==> config.mk <==
export PLATFORM = sky130hd
export DESIGN_NAME = cell_clock_recover
export DESIGN_NICKNAME = d
export VERILOG_FILES = /design/src/rtl/ccr_pkg.sv /design/src/rtl/ccr_line_edge.sv /design/src/rtl/ccr_phase_div.sv /design/src/rtl/ccr_lock_mon.sv /design/src/rtl/cell_clock_recover.sv
export SDC_FILE = /design/constraint.sdc
export NUM_CORES = 1
export LEC_CHECK = 0
export ABC_AREA = 1
export BUFFER_PORTS_ARGS = -buffer_cell sky130_fd_sc_hd__buf_2
export CORE_UTILIZATION = 40
export CTS_CLUSTER_DIAMETER = 40
export CTS_CLUSTER_SIZE = 24
export DETAILED_ROUTE_END_ITERATION = 10
export GPL_ROUTABILITY_DRIVEN = 0
export PLACE_DENSITY = 0.53
export REMOVE_ABC_BUFFERS = 1
export SLEW_MARGIN = 20
export SYNTH_ARGS = -nofsm -noshare
export SYNTH_HDL_FRONTEND = slang
export SYNTH_SLANG_ARGS = --single-unit
==> constraint.sdc <==
create_clock -name clk -period 1.6 [get_ports clk]
set_clock_uncertainty 0.05 [all_clocks]
set_input_delay 0.32 -clock clk [delete_from_list [all_inputs] [get_ports clk]]
set_output_delay 0.32 -clock clk [all_outputs]
set_load 0.005 [all_outputs]
==> src/rtl/ccr_pkg.sv <==
package ccr_pkg;

    typedef enum logic {
        DIR_EARLY = 1'b0,
        DIR_LATE  = 1'b1
    } corr_dir_e;

    // Summary of one recovered bit period, valid in its strobe cycle.
    typedef struct packed {
        logic      done;
        logic      seen_edge;
        logic      corrected;
        corr_dir_e dir;
    } period_stat_t;

    function automatic logic in_range(input int unsigned v, input int unsigned lo,
                                      input int unsigned hi);
        return (v >= lo) && (v <= hi);
    endfunction

endpackage

==> src/rtl/ccr_line_edge.sv <==
module ccr_line_edge #(
    parameter int SYNC_LEN = 2
) (
    input  logic clk,
    input  logic rst,
    input  logic line_i,
    output logic edge_o
);
    logic [SYNC_LEN-1:0] sync_q;
    logic                hist_q;

    always_ff @(posedge clk) begin
        if (rst) sync_q[0] <= 1'b0;
        else     sync_q[0] <= line_i;
    end

    for (genvar g = 1; g < SYNC_LEN; g++) begin : g_stage
        always_ff @(posedge clk) begin
            if (rst) sync_q[g] <= 1'b0;
            else     sync_q[g] <= sync_q[g-1];
        end
    end

    always_ff @(posedge clk) begin
        if (rst) hist_q <= 1'b0;
        else     hist_q <= sync_q[SYNC_LEN-1];
    end

    assign edge_o = sync_q[SYNC_LEN-1] ^ hist_q;

endmodule

==> src/rtl/ccr_phase_div.sv <==
module ccr_phase_div
    import ccr_pkg::*;
#(
    parameter int DIV_NOM = 8
) (
    input  logic         clk,
    input  logic         rst,
    input  logic         edge_i,
    output logic         strobe_o,
    output logic         early_o,
    output logic         late_o,
    output period_stat_t stat_o
);
    localparam int CW  = $clog2(DIV_NOM + 1);
    localparam int WIN = DIV_NOM / 4;
    localparam logic [CW-1:0] TC_NOM   = CW'(DIV_NOM - 1);
    localparam logic [CW-1:0] TC_SHORT = CW'(DIV_NOM - 2);
    localparam logic [CW-1:0] TC_LONG  = CW'(DIV_NOM);

    logic [CW-1:0] cnt_q, tc_q;
    logic          decided_q, altered_q, arm_short_q, edge_seen_q;
    corr_dir_e     dir_q;
    logic          wrap, late_fire, early_fire;

    assign wrap       = (cnt_q == tc_q);
    assign late_fire  = edge_i && !decided_q && !altered_q
                        && in_range(int'(cnt_q), 1, WIN);
    assign early_fire = edge_i && !decided_q
                        && in_range(int'(cnt_q), DIV_NOM - WIN, DIV_NOM - 1);

    always_ff @(posedge clk) begin
        if (rst) begin
            cnt_q       <= '0;
            tc_q        <= TC_NOM;
            decided_q   <= 1'b0;
            altered_q   <= 1'b0;
            arm_short_q <= 1'b0;
            edge_seen_q <= 1'b0;
            dir_q       <= DIR_EARLY;
        end else if (wrap) begin
            cnt_q       <= '0;
            tc_q        <= (arm_short_q || early_fire) ? TC_SHORT : TC_NOM;
            altered_q   <= arm_short_q || early_fire;
            decided_q   <= 1'b0;
            arm_short_q <= 1'b0;
            edge_seen_q <= 1'b0;
            if (early_fire) dir_q <= DIR_EARLY;
        end else begin
            cnt_q       <= cnt_q + 1'b1;
            edge_seen_q <= edge_seen_q || edge_i;
            if (late_fire) begin
                tc_q      <= TC_LONG;
                altered_q <= 1'b1;
                decided_q <= 1'b1;
                dir_q     <= DIR_LATE;
            end
            if (early_fire) begin
                arm_short_q <= 1'b1;
                decided_q   <= 1'b1;
                dir_q       <= DIR_EARLY;
            end
        end
    end

    assign strobe_o = wrap;
    assign early_o  = early_fire;
    assign late_o   = late_fire;

    always_comb begin
        stat_o.done      = wrap;
        stat_o.seen_edge = edge_seen_q || edge_i;
        stat_o.corrected = decided_q || early_fire;
        stat_o.dir       = early_fire ? DIR_EARLY : dir_q;
    end

    a_r2_wrap_restart: assert property (@(posedge clk) disable iff (rst)
        wrap |=> (cnt_q == '0));
    a_r2_len_range: assert property (@(posedge clk) disable iff (rst)
        (tc_q >= TC_SHORT) && (tc_q <= TC_LONG));
    a_r4_late_stretch: assert property (@(posedge clk) disable iff (rst)
        late_fire |=> (tc_q == TC_LONG) && !strobe_o);
    a_r5_early_shrink: assert property (@(posedge clk) disable iff (rst)
        (early_fire && wrap) |=> (tc_q == TC_SHORT));
    a_r6_one_per_period: assert property (@(posedge clk) disable iff (rst)
        (early_fire || late_fire) |=> !(early_fire || late_fire));
    a_r6_no_stretch_after_shrink: assert property (@(posedge clk) disable iff (rst)
        (tc_q == TC_SHORT) |-> !late_fire);

endmodule

==> src/rtl/ccr_lock_mon.sv <==
module ccr_lock_mon
    import ccr_pkg::*;
#(
    parameter int LOCK_RUN   = 16,
    parameter int UNLOCK_RUN = 4
) (
    input  logic         clk,
    input  logic         rst,
    input  period_stat_t stat_i,
    output logic         locked_o
);
    localparam int CLW = $clog2(LOCK_RUN + 1);
    localparam int ULW = $clog2(UNLOCK_RUN + 1);
    localparam logic [CLW-1:0] CLEAN_MAX = CLW'(LOCK_RUN);
    localparam logic [ULW-1:0] RUN_MAX   = ULW'(UNLOCK_RUN);

    logic [CLW-1:0] clean_q, clean_n;
    logic [ULW-1:0] run_q, run_n;
    corr_dir_e      dir_q, dir_n;
    logic           locked_q, lock_n;

    always_comb begin
        clean_n = clean_q;
        run_n   = run_q;
        dir_n   = dir_q;
        lock_n  = locked_q;
        if (stat_i.done) begin
            if (stat_i.corrected) begin
                clean_n = '0;
                if (run_q != '0 && stat_i.dir == dir_q)
                    run_n = (run_q == RUN_MAX) ? run_q : run_q + 1'b1;
                else
                    run_n = ULW'(1);
                dir_n = stat_i.dir;
                if (run_n == RUN_MAX) lock_n = 1'b0;
            end else if (stat_i.seen_edge) begin
                run_n   = '0;
                clean_n = (clean_q == CLEAN_MAX) ? clean_q : clean_q + 1'b1;
                if (clean_n == CLEAN_MAX) lock_n = 1'b1;
            end else begin
                run_n   = '0;
                clean_n = '0;
            end
        end
    end

    always_ff @(posedge clk) begin
        if (rst) begin
            clean_q  <= '0;
            run_q    <= '0;
            dir_q    <= DIR_EARLY;
            locked_q <= 1'b0;
        end else begin
            clean_q  <= clean_n;
            run_q    <= run_n;
            dir_q    <= dir_n;
            locked_q <= lock_n;
        end
    end

    assign locked_o = locked_q;

    a_r8_lock_needs_clean: assert property (@(posedge clk) disable iff (rst)
        $rose(locked_q) |-> $past(stat_i.done && stat_i.seen_edge && !stat_i.corrected));
    a_r9_unlock_needs_corr: assert property (@(posedge clk) disable iff (rst)
        $fell(locked_q) |-> $past(stat_i.done && stat_i.corrected));

endmodule

==> src/rtl/cell_clock_recover.sv <==
module cell_clock_recover
    import ccr_pkg::*;
#(
    parameter int DIV_NOM      = 8,
    parameter int SYNC_LEN     = 2,
    parameter int LOCK_COUNT   = 16,
    parameter int UNLOCK_COUNT = 4
) (
    input  logic clk,
    input  logic rst,
    input  logic line_i,
    output logic bit_strobe_o,
    output logic locked_o,
    output logic early_o,
    output logic late_o
);
    logic         line_edge;
    period_stat_t stat;

    ccr_line_edge #(.SYNC_LEN(SYNC_LEN)) u_edge (
        .clk    (clk),
        .rst    (rst),
        .line_i (line_i),
        .edge_o (line_edge)
    );

    ccr_phase_div #(.DIV_NOM(DIV_NOM)) u_div (
        .clk      (clk),
        .rst      (rst),
        .edge_i   (line_edge),
        .strobe_o (bit_strobe_o),
        .early_o  (early_o),
        .late_o   (late_o),
        .stat_o   (stat)
    );

    ccr_lock_mon #(.LOCK_RUN(LOCK_COUNT), .UNLOCK_RUN(UNLOCK_COUNT)) u_lock (
        .clk      (clk),
        .rst      (rst),
        .stat_i   (stat),
        .locked_o (locked_o)
    );

    a_r1_quiet_in_reset: assert property (@(posedge clk)
        $past(rst) |-> !bit_strobe_o && !early_o && !late_o && !locked_o);
    a_r6_not_both: assert property (@(posedge clk) disable iff (rst)
        !(early_o && late_o));

endmodule

* Word level (Yosys, flattened, before mapping)
Cells that the tools add are included.
** Word-level totals
- Input port bits :: 3
- Flip-flop bits (word level) :: 26
** Cells by class
- Mux-type cells :: 21
- Reductions and logical operators :: 21
- Magnitude comparators :: 4
- Add/sub/neg operators :: 3
- Eq/ne operators :: 7
- Bitwise logic cells :: 1
** Operator list (count)
- two-way mux 3 bit :: 5
- two-way mux 5 bit :: 3
- two-way mux 1 bit :: 11
- equality test 5 bit (second input constant) :: 2
- two-way mux 4 bit :: 2
- nonzero test 2 bit :: 4
- logical AND 1 bit :: 7
- equality test 3 bit (second input constant) :: 2
- nonzero test 3 bit :: 2
- adder 5 x 1 -> 5 bit (second input constant) :: 1
- adder 4 x 1 -> 4 bit (second input constant) :: 1
- equality test 4 bit :: 1
- greater-or-equal comparator 4 x 1 -> 1 bit (second input constant) :: 1
- greater-or-equal comparator 4 x 3 -> 1 bit (second input constant) :: 1
- less-or-equal comparator 4 x 2 -> 1 bit (second input constant) :: 1
- less-or-equal comparator 4 x 3 -> 1 bit (second input constant) :: 1
- AND reduction 4 bit :: 1
- adder 3 x 1 -> 3 bit (second input constant) :: 1
- logical OR 1 bit :: 3
- zero test 1 bit :: 2
- != test 2 x 1 -> 1 bit (second input constant) :: 1
- AND reduction 2 bit :: 1
- OR reduction 2 bit :: 1
- equality test 1 bit :: 1
- bitwise XOR 1 bit :: 1

* Longest topological paths before layout
- Depth after elaboration :: 12
- Mapped depth :: 13

* Modules after synthesis
From an unflattened synthesis, not the netlist that was laid out.
** Unflattened totals
- Cell total of the unflattened synthesis :: 211
- Area, all modules :: 1380.1 µm²
** By module, submodules not included
- ccr_lock_mon :: area each 661.9 µm², cells an instance 107, instances 1
- ccr_phase_div :: area each 620.6 µm², cells an instance 91, instances 1
- ccr_line_edge :: area each 97.6 µm², cells an instance 13, instances 1

* Worst setup path before layout
OpenSTA, ideal clock, no wires.
- Kind :: flip-flop to flip-flop
- Start :: register u_div.cnt_q[0]
- End :: register u_div.tc_q[0]
- Arrival time :: 1.268 ns
- Path slack :: 0.164 ns
- Setup time :: 0.117 ns
- Stages on the path, launching flop included :: 9
- Buffers on the path :: 0
- Path through :: dfxtp_1 -> inv_1 -> ha_1 -> inv_1 -> o22ai_1 -> nor3_2 -> inv_1 -> nand3_1 -> nand2_1
** Between the ends
- Elaborated cells on any way between the ends :: 13
- Classes of those cells :: order compare (4); eq/ne (1); mux (2); reduce/logical (6)
** RTL lines
- from (decl) :: RTL line ccr_phase_div.sv:20 : logic [CW-1:0] cnt_q, tc_q;
- from (signal assigned) :: RTL line ccr_phase_div.sv:49 : cnt_q <= cnt_q + 1'b1;
- greater-or-equal comparator 4 x 1 -> 1 bit / less-or-equal comparator 4 x 2 -> 1 bit (equally long branches) :: RTL line ccr_pkg.sv:18 : return (v >= lo) && (v <= hi);
- logical AND 1 bit * :: RTL line ccr_pkg.sv:18
- logical AND 1 bit * :: RTL line ccr_phase_div.sv:27 : && in_range(int'(cnt_q), 1, WIN);
- net late_o :: RTL line cell_clock_recover.sv:15 : output logic late_o
- nonzero test 2 bit (no source line) *
- to (signal assigned) :: RTL line ccr_phase_div.sv:42 : tc_q <= (arm_short_q || early_fire) ? TC_SHORT : TC_NOM;
- to (decl) :: RTL line ccr_phase_div.sv:20
Mark *: on every way through the listed nets, which the timed path passes. The rest lies on a longest branch.
A chain may end at the register's enable or synchronous reset.

* Worst setup path after layout
- Start :: register u_div.cnt_q[1]
- End :: output port late_o
** Between the ends
- Word-level cells in the longest chain between the ends :: 3
- Elaborated cells on any way between the ends :: 4
- Classes of those cells :: order compare (2); reduce/logical (2)
** RTL lines (RTL line)
- greater-or-equal comparator 4 x 1 -> 1 bit / less-or-equal comparator 4 x 2 -> 1 bit (equally long branches) :: ccr_pkg.sv:18
- logical AND 1 bit * :: ccr_pkg.sv:18
- logical AND 1 bit * :: ccr_phase_div.sv:27
- to (decl) :: cell_clock_recover.sv:15
Every way passes the cells marked *; elsewhere a longest branch is shown, timed or not.

==> run metrics <==
Starting Density=0.423; R2R setup slack=0.01 ns; Int Pwr=848 uW; power per cell area=730 mW/mm2; VDD IR max=0.347 mV; register area=517 um2; HPWL Detailed=1.78 mm; CP Data Required Time=1.23 ns; setup ws final=-0.160 ns; CTS tree=done; Die W=58.8 um; DRT Wirelength=2.56 mm; cell area after synthesis=0.00129 mm2; outcome=finished, violations left; Crit path arrival time=1.39 ns; Max Cap Viol=0; post-route insts no fill=234; Initial DRC Count=40; IO buf count=6; Clk pin slew, worst setup/hold paths=0.15 ns; failing checks=negative setup slack; largest net degree at the start of global routing=17; combinational power share=0.174; remaining routing DRC violations=0; Total Neg Setup Slack=-0.326 ns; Worst-Margin Slew=0.320 ns; DIE HEIGHT=58.8 um; Hold Fails Final Rpt=0; critical path launch point type=flop; filler cell count=301; Slew Viols, Final=0; initial antenna violation count=0; GR Overflow Total=0; Clock power frac=0.260; register share of total power=0.565; slew margin rel.=0.786; Core Box Area=0.00305 mm2; Synth Register Bits=25; Finished Core Util=0.538; Setup violations, final=3; area growth from synthesis to layout=27.4%; Root Buffer=clkbuf_4; DR pass1 iterations=4; vias in the first global route=1038; H-tree level count=1; Worst Path Max Fanout=4; RSZ-0062 raised after global routing=true; Final nets=202; minimum clock period=1.76 ns; TritonCTS Buffers=3; FP Rows=20; vias per inst=4.70; DR vias=1100; Ports=7; Wirelength per Cell=10.9 um; first-pass GRT wire length=4.42 mm; DRT antenna net count=0; # diodes=0; period utilization=1.10; clk buf depth=2; Yosys warnings=0; Sw Ratio=0.293; Placed Cells=217; critical path type=flop to output port; P_leak=0.000695 uW; fmax=568 MHz; HP Class=input pin to flop; area of the multi-input gates=758 um2; Netlist cell types=28; average cell area after synthesis=7.72 um2; die area=0.00346 mm2; post-synthesis sequential area ratio=0.388; layout cell share with drive strength beyond 1=0.358; CP endpoint kind=output port; clock sink count=25; total track usage=0.166; Psw=351 uW; Post-Synthesis Cells=167; clock latency on the worst-skew pair=0.34 ns
-- layer usage --
layer	vias to the layer above	routed length, um	track usage
met3	5	63	0.0264
met2	11	1240	0.273
met4	0	34	0.0612
met1	506	1220	0.220
met5	-	0	0
li1	578	-	-
-- state kept, by name, indices dropped and copies added, names as in the netlist --
| register | flops |
|---|---|
| u_div.edge_seen_q | 1 |
| u_lock.run_q | 3 |
| u_lock.clean_q | 5 |
| u_div.cnt_q | 4 |
| u_edge.hist_q | 1 |
| u_div.altered_q | 1 |
| u_div.tc_q | 3 |
| u_edge.sync_q | 2 |
| u_div.arm_short_q | 1 |
| u_div.decided_q | 1 |
| u_lock.dir_q | 1 |
| u_div.dir_q | 1 |
| u_lock.locked_o | 1 |
-- kinds of logic after synthesis --
family / synth area share
buffers and inverters: 0.0980
AND/OR/NAND/NOR: 0.289
flip-flops: 0.388
XOR/XNOR: 0.0475
adder cells (fa/ha/maj): 0.0776
AO/OA/AOI/OAI: 0.0999
-- cell usage in the layout, fill, tap and decap left out, drive strengths merged --
cell type,n
o22ai,3
o31ai,1
nand3,10
xor2,4
ha,8
inv,29
a21oi,7
nand2,27
buf,21
a22o,1
or3,1
o21ai,11
nand4,4
nor2,30
clkbuf,3
nor3,2
xnor2,3
dfxtp,25
-- synthesized netlist by cell type (all sizes together) --
| cell type | count | area (um2) |
|---|---|---|
| dfxtp | 25 | 500 |
| or3 | 1 | 6.26 |
| o21ai | 11 | 58.8 |
| o22ai | 3 | 18.8 |
| xnor2 | 3 | 26.3 |
| a22o | 1 | 8.76 |
| a21oi | 7 | 35.0 |
| nor3 | 2 | 20.0 |
| xor2 | 4 | 35.0 |
| inv | 28 | 108 |
| buf | 2 | 18.8 |
| o31ai | 1 | 7.51 |
| nand4 | 4 | 25.0 |
| nand3 | 10 | 77.6 |
| nand2 | 27 | 119 |
| ha | 8 | 100 |
| nor2 | 30 | 125 |
-- worst max-delay path, stage by stage, from the launching register on --
cell,delay (ns)
dfxtp_4,0.39
inv_4,0.08
ha_2,0.18
o22ai_2,0.09
nor3_2,0.18
buf_2,0.14
-- path summary, 6_finish.rpt --
check / startpoint / cells after the start / to
worst max register to register: u_div.cnt_q[1] / 12 / u_lock.locked_o
worst max-delay path: u_div.cnt_q[1] / 5 / late_o
worst min register to register: u_edge.sync_q[0] / 2 / u_edge.sync_q[1]
worst min-delay path: line_i / 3 / u_edge.sync_q[0]
-- per-stage QoR --
step	cell area (um2)	hold WS [ns]	total power [uW]	worst slack, ns
global route	1640	0.0932	1270	-0.260
detailed placement	1370	0.353	833	-0.0142
finish	1640	0.116	1200	-0.160
global placement	1370	0.354	831	-0.00348
CTS	1520	0.110	1170	-0.171
floorplan	1270	0.338	791	0.164
-- power groups by stage --
stage	combinational (uW)	clock (uW)	sequential (uW)
detailed placement	147	0	686
finish	209	312	678
global route	234	351	682
CTS	171	324	673
floorplan	109	0	681
global placement	145	0	686
-- layout make-up --
type / count / share of cell area
clock buffers: 3 / 0.0137
clock inverters: 1 / 0.00533
inverters: 28 / 0.0701
multi-input cells: 112 / 0.462
flip-flops and latches: 25 / 0.315
well taps: 44 / 0.0335
repair buffers: 21 / 0.101
-- repair_timing --
action	in CTS	in global routing
hold buffers	0	0
gates resized for setup	19	27
gates cloned	0	0
pin swaps	8	8
endpoints found under the setup margin	4	14
setup buffers	10	3
(Power assumes the default switching activity.)
